`config.mk`:
```
export PLATFORM = sky130hd
export DESIGN_NAME = polyfir_interp
export DESIGN_NICKNAME = d
export VERILOG_FILES = /design/src/rtl/polyfir_pkg.sv /design/src/rtl/polyfir_rst_sync.sv /design/src/rtl/polyfir_coef_rom.sv /design/src/rtl/polyfir_delay_line.sv /design/src/rtl/polyfir_mac.sv /design/src/rtl/polyfir_interp.sv
export SDC_FILE = /design/constraint.sdc
export NUM_CORES = 1
export LEC_CHECK = 0
export BUFFER_PORTS_ARGS = -buffer_cell sky130_fd_sc_hd__buf_2
export CORE_ASPECT_RATIO = 1.1
export CORE_MARGIN = 2
export CORE_UTILIZATION = 63
export DETAILED_ROUTE_END_ITERATION = 10
export PLACE_DENSITY = 0.91
export SYNTH_ARGS = -nofsm -noshare
export SYNTH_HDL_FRONTEND = slang
export SYNTH_SLANG_ARGS = --single-unit
```
`constraint.sdc`:
```
create_clock -name clk -period 6 [get_ports clk]
set_input_delay 0.3 -clock clk [delete_from_list [all_inputs] [get_ports clk]]
set_output_delay 0.3 -clock clk [all_outputs]
set_load 0.005 [all_outputs]
```
`src/rtl/polyfir_pkg.sv`:
```
package polyfir_pkg;

  localparam int DEF_PHASES = 16;
  localparam int DEF_TAPS   = 7;
  localparam int DEF_CW     = 16;

  typedef enum logic [1:0] {
    ST_WAIT = 2'd0,
    ST_MAC  = 2'd1,
    ST_EMIT = 2'd2
  } fsm_e;

  // Triangular default response, stored branch-major: word (p*TAPS + j) = h[j*PHASES + p]
  function automatic logic [DEF_PHASES*DEF_TAPS*DEF_CW-1:0] default_coefs();
    logic [DEF_PHASES*DEF_TAPS*DEF_CW-1:0] flat;
    flat = '0;
    for (int p = 0; p < DEF_PHASES; p++) begin
      for (int j = 0; j < DEF_TAPS; j++) begin
        int n;
        int v;
        n = j * DEF_PHASES + p;
        v = ((n + 1) < (DEF_PHASES * DEF_TAPS - n)) ? (n + 1) : (DEF_PHASES * DEF_TAPS - n);
        v = v * 512;
        flat[(p * DEF_TAPS + j) * DEF_CW +: DEF_CW] = DEF_CW'(v);
      end
    end
    return flat;
  endfunction

endpackage

```
`src/rtl/polyfir_rst_sync.sv`:
```
module polyfir_rst_sync #(
  parameter int STAGES = 2
) (
  input  logic clk,
  input  logic rst_n_in,
  output logic rst_n_out
);
  logic [STAGES-1:0] sync_q;

  always_ff @(posedge clk or negedge rst_n_in) begin
    if (!rst_n_in) sync_q <= '0;
    else           sync_q <= {sync_q[STAGES-2:0], 1'b1};
  end

  assign rst_n_out = sync_q[STAGES-1];
endmodule

```
`src/rtl/polyfir_coef_rom.sv`:
```
module polyfir_coef_rom #(
  parameter int PHASES = 16,
  parameter int TAPS   = 7,
  parameter int CW     = 16,
  parameter logic [PHASES*TAPS*CW-1:0] COEF_FLAT = '0,
  localparam int NCOEF  = PHASES * TAPS,
  localparam int ADDR_W = $clog2(NCOEF)
) (
  input  logic [ADDR_W-1:0]    addr,
  output logic signed [CW-1:0] coef
);
  logic signed [CW-1:0] rom [NCOEF];

  for (genvar g = 0; g < NCOEF; g++) begin : g_word
    assign rom[g] = COEF_FLAT[g*CW +: CW];
  end

  always_comb begin
    coef = '0;
    for (int i = 0; i < NCOEF; i++) begin
      if (addr == ADDR_W'(i)) coef = rom[i];
    end
  end
endmodule

```
`src/rtl/polyfir_delay_line.sv`:
```
module polyfir_delay_line #(
  parameter int DEPTH = 7,
  parameter int DW    = 16,
  localparam int SEL_W = (DEPTH > 1) ? $clog2(DEPTH) : 1
) (
  input  logic                 clk,
  input  logic                 rst_n,
  input  logic                 shift_en,
  input  logic signed [DW-1:0] din,
  input  logic [SEL_W-1:0]     sel,
  output logic signed [DW-1:0] dout
);
  logic signed [DW-1:0] stage_q [DEPTH];

  for (genvar i = 0; i < DEPTH; i++) begin : g_stage
    logic signed [DW-1:0] stage_d;
    if (i == 0) begin : g_head
      assign stage_d = din;
    end else begin : g_body
      assign stage_d = stage_q[i-1];
    end
    always_ff @(posedge clk or negedge rst_n) begin
      if (!rst_n)        stage_q[i] <= '0;
      else if (shift_en) stage_q[i] <= stage_d;
    end
  end

  always_comb begin
    dout = '0;
    for (int i = 0; i < DEPTH; i++) begin
      if (sel == SEL_W'(i)) dout = stage_q[i];
    end
  end
endmodule

```
`src/rtl/polyfir_mac.sv`:
```
module polyfir_mac #(
  parameter int DW        = 16,
  parameter int CW        = 16,
  parameter int ACCW      = 40,
  parameter int OUT_SHIFT = 17,
  localparam int PW = DW + CW
) (
  input  logic                 clk,
  input  logic                 rst_n,
  input  logic                 clr,
  input  logic                 en,
  input  logic signed [DW-1:0] sample,
  input  logic signed [CW-1:0] coef,
  output logic signed [DW-1:0] result
);
  localparam logic signed [ACCW-1:0] SAT_HI = {{(ACCW-DW+1){1'b0}}, {(DW-1){1'b1}}};
  localparam logic signed [ACCW-1:0] SAT_LO = {{(ACCW-DW+1){1'b1}}, {(DW-1){1'b0}}};

  logic signed [PW-1:0]   prod;
  logic signed [ACCW-1:0] prod_ext;
  logic signed [ACCW-1:0] acc_q;
  logic signed [ACCW-1:0] acc_d;
  logic signed [ACCW-1:0] scaled;
  logic                   acc_en;

  assign prod     = sample * coef;
  assign prod_ext = {{(ACCW-PW){prod[PW-1]}}, prod};
  assign acc_en   = clr | en;

  always_comb begin
    if (clr) acc_d = '0;
    else     acc_d = acc_q + prod_ext;
  end

  always_ff @(posedge clk or negedge rst_n) begin
    if (!rst_n)      acc_q <= '0;
    else if (acc_en) acc_q <= acc_d;
  end

  assign scaled = acc_q >>> OUT_SHIFT;

  always_comb begin
    if (scaled > SAT_HI)      result = SAT_HI[DW-1:0];
    else if (scaled < SAT_LO) result = SAT_LO[DW-1:0];
    else                      result = scaled[DW-1:0];
  end
endmodule

```
`src/rtl/polyfir_interp.sv`:
```
module polyfir_interp #(
  parameter int PHASES    = 16,
  parameter int TAPS      = 7,
  parameter int DW        = 16,
  parameter int CW        = 16,
  parameter int ACCW      = 40,
  parameter int OUT_SHIFT = 17,
  parameter logic [PHASES*TAPS*CW-1:0] COEF_FLAT = polyfir_pkg::default_coefs()
) (
  input  logic                 clk,
  input  logic                 rst_n,
  input  logic                 in_valid,
  output logic                 in_ready,
  input  logic signed [DW-1:0] in_data,
  output logic                 out_valid,
  output logic signed [DW-1:0] out_data
);
  import polyfir_pkg::*;

  localparam int NCOEF  = PHASES * TAPS;
  localparam int ADDR_W = $clog2(NCOEF);
  localparam int PH_W   = $clog2(PHASES);
  localparam int TAP_W  = (TAPS > 1) ? $clog2(TAPS) : 1;

  logic rst_sn;

  fsm_e              state_q, state_d;
  logic [PH_W-1:0]   phase_q, phase_d;
  logic [TAP_W-1:0]  tap_q, tap_d;
  logic              phase_en, tap_en;
  logic              accept, mac_en, acc_clr, emit;
  logic [ADDR_W-1:0] rom_addr;
  logic signed [CW-1:0] coef;
  logic signed [DW-1:0] tap_sample;
  logic signed [DW-1:0] mac_result;
  logic                 out_valid_q;
  logic signed [DW-1:0] out_data_q;

  polyfir_rst_sync #(.STAGES(2)) u_rst (
    .clk       (clk),
    .rst_n_in  (rst_n),
    .rst_n_out (rst_sn)
  );

  // Sequencer next-state logic
  always_comb begin
    state_d  = state_q;
    phase_d  = phase_q;
    tap_d    = tap_q;
    phase_en = 1'b0;
    tap_en   = 1'b0;
    unique case (state_q)
      ST_WAIT: begin
        if (in_valid) begin
          state_d = ST_MAC;
          tap_d   = '0;
          tap_en  = 1'b1;
        end
      end
      ST_MAC: begin
        tap_en = 1'b1;
        if (tap_q == TAP_W'(TAPS - 1)) begin
          tap_d   = '0;
          state_d = ST_EMIT;
        end else begin
          tap_d = tap_q + 1'b1;
        end
      end
      ST_EMIT: begin
        phase_en = 1'b1;
        if (phase_q == PH_W'(PHASES - 1)) begin
          phase_d = '0;
          state_d = ST_WAIT;
        end else begin
          phase_d = phase_q + 1'b1;
          state_d = ST_MAC;
        end
      end
      default: state_d = ST_WAIT;
    endcase
  end

  always_ff @(posedge clk or negedge rst_sn) begin
    if (!rst_sn) begin
      state_q <= ST_WAIT;
      phase_q <= '0;
      tap_q   <= '0;
    end else begin
      state_q <= state_d;
      if (phase_en) phase_q <= phase_d;
      if (tap_en)   tap_q   <= tap_d;
    end
  end

  assign in_ready = (state_q == ST_WAIT);
  assign accept   = in_ready & in_valid;
  assign mac_en   = (state_q == ST_MAC);
  assign emit     = (state_q == ST_EMIT);
  assign acc_clr  = ~mac_en;
  assign rom_addr = ADDR_W'(phase_q) * ADDR_W'(TAPS) + ADDR_W'(tap_q);

  polyfir_coef_rom #(
    .PHASES    (PHASES),
    .TAPS      (TAPS),
    .CW        (CW),
    .COEF_FLAT (COEF_FLAT)
  ) u_rom (
    .addr (rom_addr),
    .coef (coef)
  );

  polyfir_delay_line #(
    .DEPTH (TAPS),
    .DW    (DW)
  ) u_dly (
    .clk      (clk),
    .rst_n    (rst_sn),
    .shift_en (accept),
    .din      (in_data),
    .sel      (tap_q),
    .dout     (tap_sample)
  );

  polyfir_mac #(
    .DW        (DW),
    .CW        (CW),
    .ACCW      (ACCW),
    .OUT_SHIFT (OUT_SHIFT)
  ) u_mac (
    .clk    (clk),
    .rst_n  (rst_sn),
    .clr    (acc_clr),
    .en     (mac_en),
    .sample (tap_sample),
    .coef   (coef),
    .result (mac_result)
  );

  always_ff @(posedge clk or negedge rst_sn) begin
    if (!rst_sn) begin
      out_valid_q <= 1'b0;
      out_data_q  <= '0;
    end else begin
      out_valid_q <= emit;
      if (emit) out_data_q <= mac_result;
    end
  end

  assign out_valid = out_valid_q;
  assign out_data  = out_data_q;
endmodule

```
==> qor.yml, run 1 <==
clk_path_buf_depth: 2
ys.flop_type: "dfrtp_1"
stop_error: "[ERROR GRT-0116] Global routing finished with congestion. Check the congestion regions in the DRC Viewer."
netlist_instances: 1525
core.rowCount: 58
syn_nets: 1765
die_h_um: 165
die_x_um: 150
place_hpwl_um: 37200
grt_overflow_total: 80
placed_cells: 2144
status: "stopped before the end"
post-place-ws_ns: -3.30
yosysTopAreaCell: "dfrtp_1"
cts_root_buffer: "clkbuf_16"
netlist.area_leader.share_pct: 28.8
htree_num_levels: 4
yosysSeqAreaShare_pct: 28.8
synth_top_cells_by_area: "dfrtp_1, fa_1, ha_1, mux2_2, inv_1"
syn_area_um2: 14900
cts_made_buffers: 17
ys_warn_count: 0
start_util_pct: 64.6
synth_edf_count: 0
synth_seq_cells: 171
yosys-top-cells-count: "inv_1, dfrtp_1, nor2_1, ha_1, mux2_2"
yosysMostFrequentCell: "inv_1"
synth.distinct_cells: 87
ios: 37
port-buffer-count: 36
haltStage: "global routing"
cts_num_sinks: 171
grt_pass1_wl_um: 123000
synthArstFlopShare_pct: 100
synth.avg_cell_area_um2: 9.74
grt_pass1_vias: 19700
gp_congestion: 1.14
grt_use_total_pct: 67.6
grt_max_degree: 90
kinds of logic after synthesis:
logic type	count (synthesis)	synth area share, %
multiplexers	143	10.6
XOR/XNOR	25	1.60
other	1	0.0252
AO/OA/AOI/OAI	355	16.8
flip-flops	171	28.8
buffers and inverters	257	7.08
adder cells (fa/ha/maj)	221	23.8
AND/OR/NAND/NOR	352	11.3
layer usage:
metal | overflow | track usage [%]
met5 | 0 | 13.5
met4 | 37 | 65.4
met3 | 3 | 52.7
met2 | 39 | 86.1
met1 | 1 | 67.0
stage by stage:
step                instance area [µm²]  util [%]  TNS [ns]
floorplan                         15500         -    -57.92
global placement                  18500      80.4    -67.29
CTS                               19900      86.7    -76.97
detailed placement                18500      80.4    -76.71
what timing repair did:
action	in CTS
gates resized for setup	125
pin swaps	87
setup endpoints to repair	29
hold endpoints to repair	2
hold buffers	1
buffers inserted	48
==> run 2: changes to the inputs <==
Settings changed: CORE_ASPECT_RATIO 1.1 to unset, CORE_UTILIZATION 63 to 40, PLACE_DENSITY 0.91 to unset, PLACE_DENSITY_LB_ADDON set to 0.15.
==> qor.yml, run 2 <==
status: "complete, but fails checks"
violations: "negative setup slack"
yosysMostFrequentCell: "inv_1"
hold_end: "u_dly.g_stage[1].stage_d[13]$_DFFE_PN0P_"
worst_hold_path_type: "input port to flop"
placed_cells: 2352
grt_max_degree: 77
rsz0062_at_grt: "yes"
syn_nets: 1765
setup_ws_ns: -3.18
fin_nets: 2203
antennaDiodeCount: 0
combPwrFrac_pct: 0.8
rrSetupSlack_ns: -3.18
netlist_instances: 1525
drv_slew: 0
clk_path_buf_depth: 2
p_sw_w: 0.000569
cap_violations: 0
clkSlewWorstSetupHoldPaths_ns: 0.07
layout_commonest_cell: "buf_4"
fillerInstances: 3308
remaining_drc_errors: 0
place_hpwl_um: 33700
grt_pass1_vias: 14000
path_depth: 40
cts_root_buffer: "clkbuf_16"
placed_area_um2: 19000
drt-initial-drc-count: 596
tightest_slew_ns: 1.15
grt_overflow_total: 0
area_growth_pct: 41.1
reg2reg_to: "u_mac.acc_q[37]$_DFF_PN0_"
final_cell_mix: "buf_4, dfrtp_1, inv_1"
wl_um: 44300
final_layout_size_suffix_gt1_share_pct: 44.5
die_h_um: 197
finalCritPeriodShare_pct: 153
wire_per_inst_um: 18.1
synth.avg_cell_area_um2: 9.74
viasPerCell: 5.37
grt_use_total_pct: 24.1
synth_edf_count: 0
cts_made_buffers: 17
largest_reg_flops: 96
fin_area_um2: 21000
vdd_ir_drop_max_mv: 0.219
yosys-top-cells-count: "inv_1, dfrtp_1, nor2_1, ha_1, mux2_2"
r2r_start: "phase_q[1]$_DFFE_PN0P_"
dr.pass1.iters: 5
yosysTopAreaCell: "dfrtp_1"
ios: 37
slew_headroom_pct: 23.2
p_sw_share_pct: 24.1
netlist.area_leader.share_pct: 28.8
ys_warn_count: 0
synth_seq_cells: 171
holdWs_ns: 0.0813
ys.flop_type: "dfrtp_1"
dieArea_um2: 38700
clock-skew-final_ns: 0.0137
crit_required_ns: 6.31
cpPeakStageDelay_ns: 0.57
ant_nets: 0
leakagePower_nw: 10.3
core.rowCount: 70
clk_latency_ns: 0.45
instances_no_fill: 2444
criticalPathCategory: "flop to flop"
post-place-ws_ns: -3.36
critPathBufInv: 14
r2r_cells: 40
crit_slowest_cell: "or4_4"
powerDensity_nw_per_um2: 113
start_util_pct: 40.6
p_seq_share_pct: 49.1
synth.distinct_cells: 87
pwr-share-clk_pct: 50.0
period_minus_slack_ns: 9.18
synth_top_cells_by_area: "dfrtp_1, fa_1, ha_1, mux2_2, inv_1"
grt_pass1_wl_um: 73700
antenna_found_initial: 0
cts_num_sinks: 171
arrival_ns: 9.49
port-buffer-count: 36
finalSetupViolCount: 28
htree_num_levels: 4
yosysSeqAreaShare_pct: 28.8
endpoint_kind: "flop"
syn_area_um2: 14900
cts_tree: "done"
cp_top_family: "adder cells"
hold_start: "in_data[13]"
gp_congestion: 0.936
path_max_fanout: 6
startpoint_type: "flop"
vias: 13100
p_int_w: 0.00180
hold_violations: 0
core_um2: 36600
die_x_um: 197
synthArstFlopShare_pct: 100
whs_path_depth: 2
timing.fmax_ghz: 0.109
-- run 2: cell families after synthesis --
group                    after synthesis  share of synthesized area (%)
AO/OA/AOI/OAI                        355                           16.8
other                                  1                         0.0252
buffers and inverters                257                           7.08
flip-flops                           171                           28.8
multiplexers                         143                           10.6
adder cells (fa/ha/maj)              221                           23.8
AND/OR/NAND/NOR                      352                           11.3
XOR/XNOR                              25                           1.60
-- run 2: final cells by class --
| type | instances | area [µm²] | area share, % |
|---|---|---|---|
| Clock buffer | 17 | 425 | 2.03 |
| Clock inverter | 15 | 201 | 0.961 |
| Inverter | 175 | 657 | 3.13 |
| Multi-Input combinational cell | 1097 | 10800 | 51.5 |
| Sequential cell | 171 | 4280 | 20.4 |
| Tap cell | 468 | 586 | 2.79 |
| Timing Repair Buffer | 501 | 4010 | 19.1 |
-- run 2: per-layer routing --
metal  part of all wire (%)  GRT usage [%]  vias up
met4                    2.4           7.46        0
met1                     44           31.3     6598
met3                    3.5           3.42       61
met5                      0              0        -
li1                       -              -     6241
met2                     50           41.9      221
-- run 2: repair_timing --
action	4_1_cts	5_1_grt
gates resized for setup	99	87
setup buffers	39	22
endpoints found under the hold margin	2	0
hold buffers	1	0
setup endpoints to repair	30	29
pin swaps	90	78
-- run 2: power by group through the flow --
stage / registers (W) / clock network [W] / logic [W]
after floorplan: 0.00119 / 0 / 0.000000316
after global placement: 0.00119 / 0 / 0.0000203
after detailed placement: 0.00119 / 0 / 0.0000208
after CTS: 0.00116 / 0.00122 / 0.0000213
after global routing: 0.00116 / 0.00126 / 0.0000236
final: 0.00116 / 0.00118 / 0.0000198
-- run 2: metrics by stage --
stage                     util, %  TNS (ns)  power (W)
after detailed placement     52.0    -79.49    0.00121
after global placement       52.0    -79.29    0.00121
final                        57.2    -74.45    0.00237
after global routing         57.2    -81.52    0.00245
after floorplan                 -    -57.92    0.00119
after CTS                    55.8    -74.49    0.00240
-- run 2: worst max-delay path by stage --
stage / start / end / slack, ns
6_report: phase_q[1]$_DFFE_PN0P_ / u_mac.acc_q[37]$_DFF_PN0_ / -3.18
5_1_grt: phase_q[1]$_DFFE_PN0P_ / u_mac.acc_q[37]$_DFF_PN0_ / -3.42
4_1_cts: phase_q[1]$_DFFE_PN0P_ / u_mac.acc_q[37]$_DFF_PN0_ / -3.14
3_5_place_dp: phase_q[1]$_DFFE_PN0P_ / u_mac.acc_q[37]$_DFF_PN0_ / -3.36
3_3_place_gp: phase_q[1]$_DFFE_PN0P_ / u_mac.acc_q[39]$_DFF_PN0_ / -3.28
2_1_floorplan: phase_q[1]$_DFFE_PN0P_ / u_mac.acc_q[37]$_DFF_PN0_ / -2.60
-- run 2: worst register-to-register path: cells and delay by family, from the launching register on --
family,cells,cell delay (ns)
adders and majority gates,10,4.00
AOI/OAI and AO/OA,9,1.84
buffers and inverters,14,1.35
and+or+nand+nor,6,1.26
DFF,1,0.42
xor gates and xnor gates,1,0.17
(Power assumes the default switching activity.)
==> run 3: changes to the inputs <==
Settings changed: CORE_ASPECT_RATIO set to 1.75, RECOVER_POWER set to 50.
==> qor.yml, run 3 (synthesis gave the netlist of run 2 again) <==
finalCritPeriodShare_pct: 152
vias: 13200
p_total_w: 0.00225
grt_use_total_pct: 24.7
final_cell_mix: "buf_4, dfrtp_1, inv_1"
status: "complete, but fails checks"
gp_congestion: 0.944
pwr-share-clk_pct: 47.6
vdd_ir_drop_max_mv: 0.219
arrival_ns: 9.39
dieArea_um2: 38800
hold_violations: 0
tightest_slew_ns: 2.69
p_sw_share_pct: 24.4
viasPerCell: 5.36
core_um2: 36800
fillerInstances: 3361
area_growth_pct: 41.7
combPwrFrac_pct: 0.9
clock-skew-final_ns: 0.0123
grt_pass1_vias: 14300
worst_hold_path_type: "input port to flop"
clk_latency_ns: 0.44
wire_per_inst_um: 18.9
die_x_um: 150
core.rowCount: 93
drv_slew: 69
place_hpwl_um: 36900
p_sw_w: 0.000550
final_layout_size_suffix_gt1_share_pct: 44.3
leakagePower_nw: 10.4
start_util_pct: 40.4
grt_max_degree: 80
p_seq_share_pct: 51.5
finalSetupViolCount: 28
setup_ws_ns: -3.11
slew_headroom_pct: -79.6
port-buffer-count: 36
startpoint_type: "flop"
cts_num_sinks: 171
timing.fmax_ghz: 0.110
violations: "max-capacitance violations, max-slew violations, negative setup slack"
path_max_fanout: 9
antenna_found_initial: 0
cts_root_buffer: "clkbuf_16"
grt_overflow_total: 0
grt_pass1_wl_um: 74400
clkSlewWorstSetupHoldPaths_ns: 0.08
remaining_drc_errors: 0
die_h_um: 259
endpoint_kind: "flop"
tns_ns: -72.20
crit_required_ns: 6.29
ios: 37
layout_commonest_cell: "buf_4"
antennaDiodeCount: 0
period_minus_slack_ns: 9.11
rsz0062_at_grt: "yes"
clk_path_buf_depth: 2
wl_um: 46600
ant_nets: 0
fin_nets: 2220
cpPeakStageDelay_ns: 0.56
htree_num_levels: 4
p_int_w: 0.00170
crit_top_cell: "fa_1"
cap_violations: 1
powerDensity_nw_per_um2: 107
largest_reg_flops: 96
criticalPathCategory: "flop to flop"
cts_tree: "done"
cts_made_buffers: 17
holdWs_ns: 0.0861
dr.pass1.iters: 5
drt-initial-drc-count: 512
crit_slowest_cell: "or4_4"
-- run 3: layout make-up --
class                      count  area (µm²)  share of cell area [%]
sequential                   171        4280                    20.3
clock buffer                  18         429                    2.04
tap                          475         594                    2.82
inverter                     175         657                    3.12
multi-input combinational   1097       10900                    51.7
clock inverter                14         130                   0.618
timing repair buffer         518        4070                    19.4
-- run 3: worst max-delay path, delay by kind of cell, from the launching register on --
| kind | cells | cell delay [ns] |
|---|---|---|
| compound gates | 8 | 1.86 |
| simple gates | 8 | 1.65 |
| fa+ha+maj | 10 | 4.26 |
| flops | 1 | 0.42 |
| buf+inv | 9 | 0.75 |
-- run 3: routing by layer --
metal	track usage, %	routed length, µm
met3	2.60	982
met1	26.8	17200
met2	48.1	26700
met5	0	0
met4	9.93	1780
-- run 3: path summary, 6_finish.rpt --
path | startpoint | endpoint | slack [ns] | cells past startpoint
worst min-delay path | in_data[13] | u_dly.g_stage[1].stage_d[13]$_DFFE_PN0P_ | 0.09 | 2
worst min register to register | u_rst.sync_q[0]$_DFF_PN0_ | u_rst.sync_q[1]$_DFF_PN0_ | 0.37 | 0
worst max-delay path | phase_q[1]$_DFFE_PN0P_ | u_mac.acc_q[37]$_DFF_PN0_ | -3.11 | 35
max in group asynchronous | u_rst.sync_q[1]$_DFF_PN0_ | phase_q[1]$_DFFE_PN0P_ | 2.26 | 1
worst max register to register | phase_q[1]$_DFFE_PN0P_ | u_mac.acc_q[37]$_DFF_PN0_ | -3.11 | 35
min in group asynchronous | rst_n | u_rst.sync_q[1]$_DFF_PN0_ | 0.19 | 2
-- run 3: through the flow --
| step | cell area (µm²) | worst slack, ns | util (%) | instances |
|---|---|---|---|---|
| 3_5_place_dp | 19200 | -3.16 | 52.2 | 2379 |
| 3_3_place_gp | 19200 | -3.06 | 52.2 | 2379 |
| 6_report | 21000 | -3.11 | 57.2 | 2468 |
| 2_1_floorplan | 15500 | -2.60 | - | 1525 |
| 5_1_grt | 21000 | -3.41 | 57.2 | 2468 |
| 4_1_cts | 20800 | -3.05 | 56.4 | 2458 |
-- run 3: what timing repair did --
item	4_1_cts	5_1_grt
pin swaps	81	49
endpoints found under the hold margin	2	0
gates resized for setup	135	48
endpoints found under the setup margin	29	29
cloned	1	0
setup buffers	46	11
hold buffers	1	0
-- run 3: power by group through the flow --
stage / combinational, W / sequential [W] / clock (W)
detailed placement: 0.0000224 / 0.00118 / 0
finish: 0.0000208 / 0.00116 / 0.00107
floorplan: 0.000000316 / 0.00119 / 0
global placement: 0.0000217 / 0.00118 / 0
CTS: 0.0000230 / 0.00116 / 0.00110
global route: 0.0000246 / 0.00116 / 0.00114
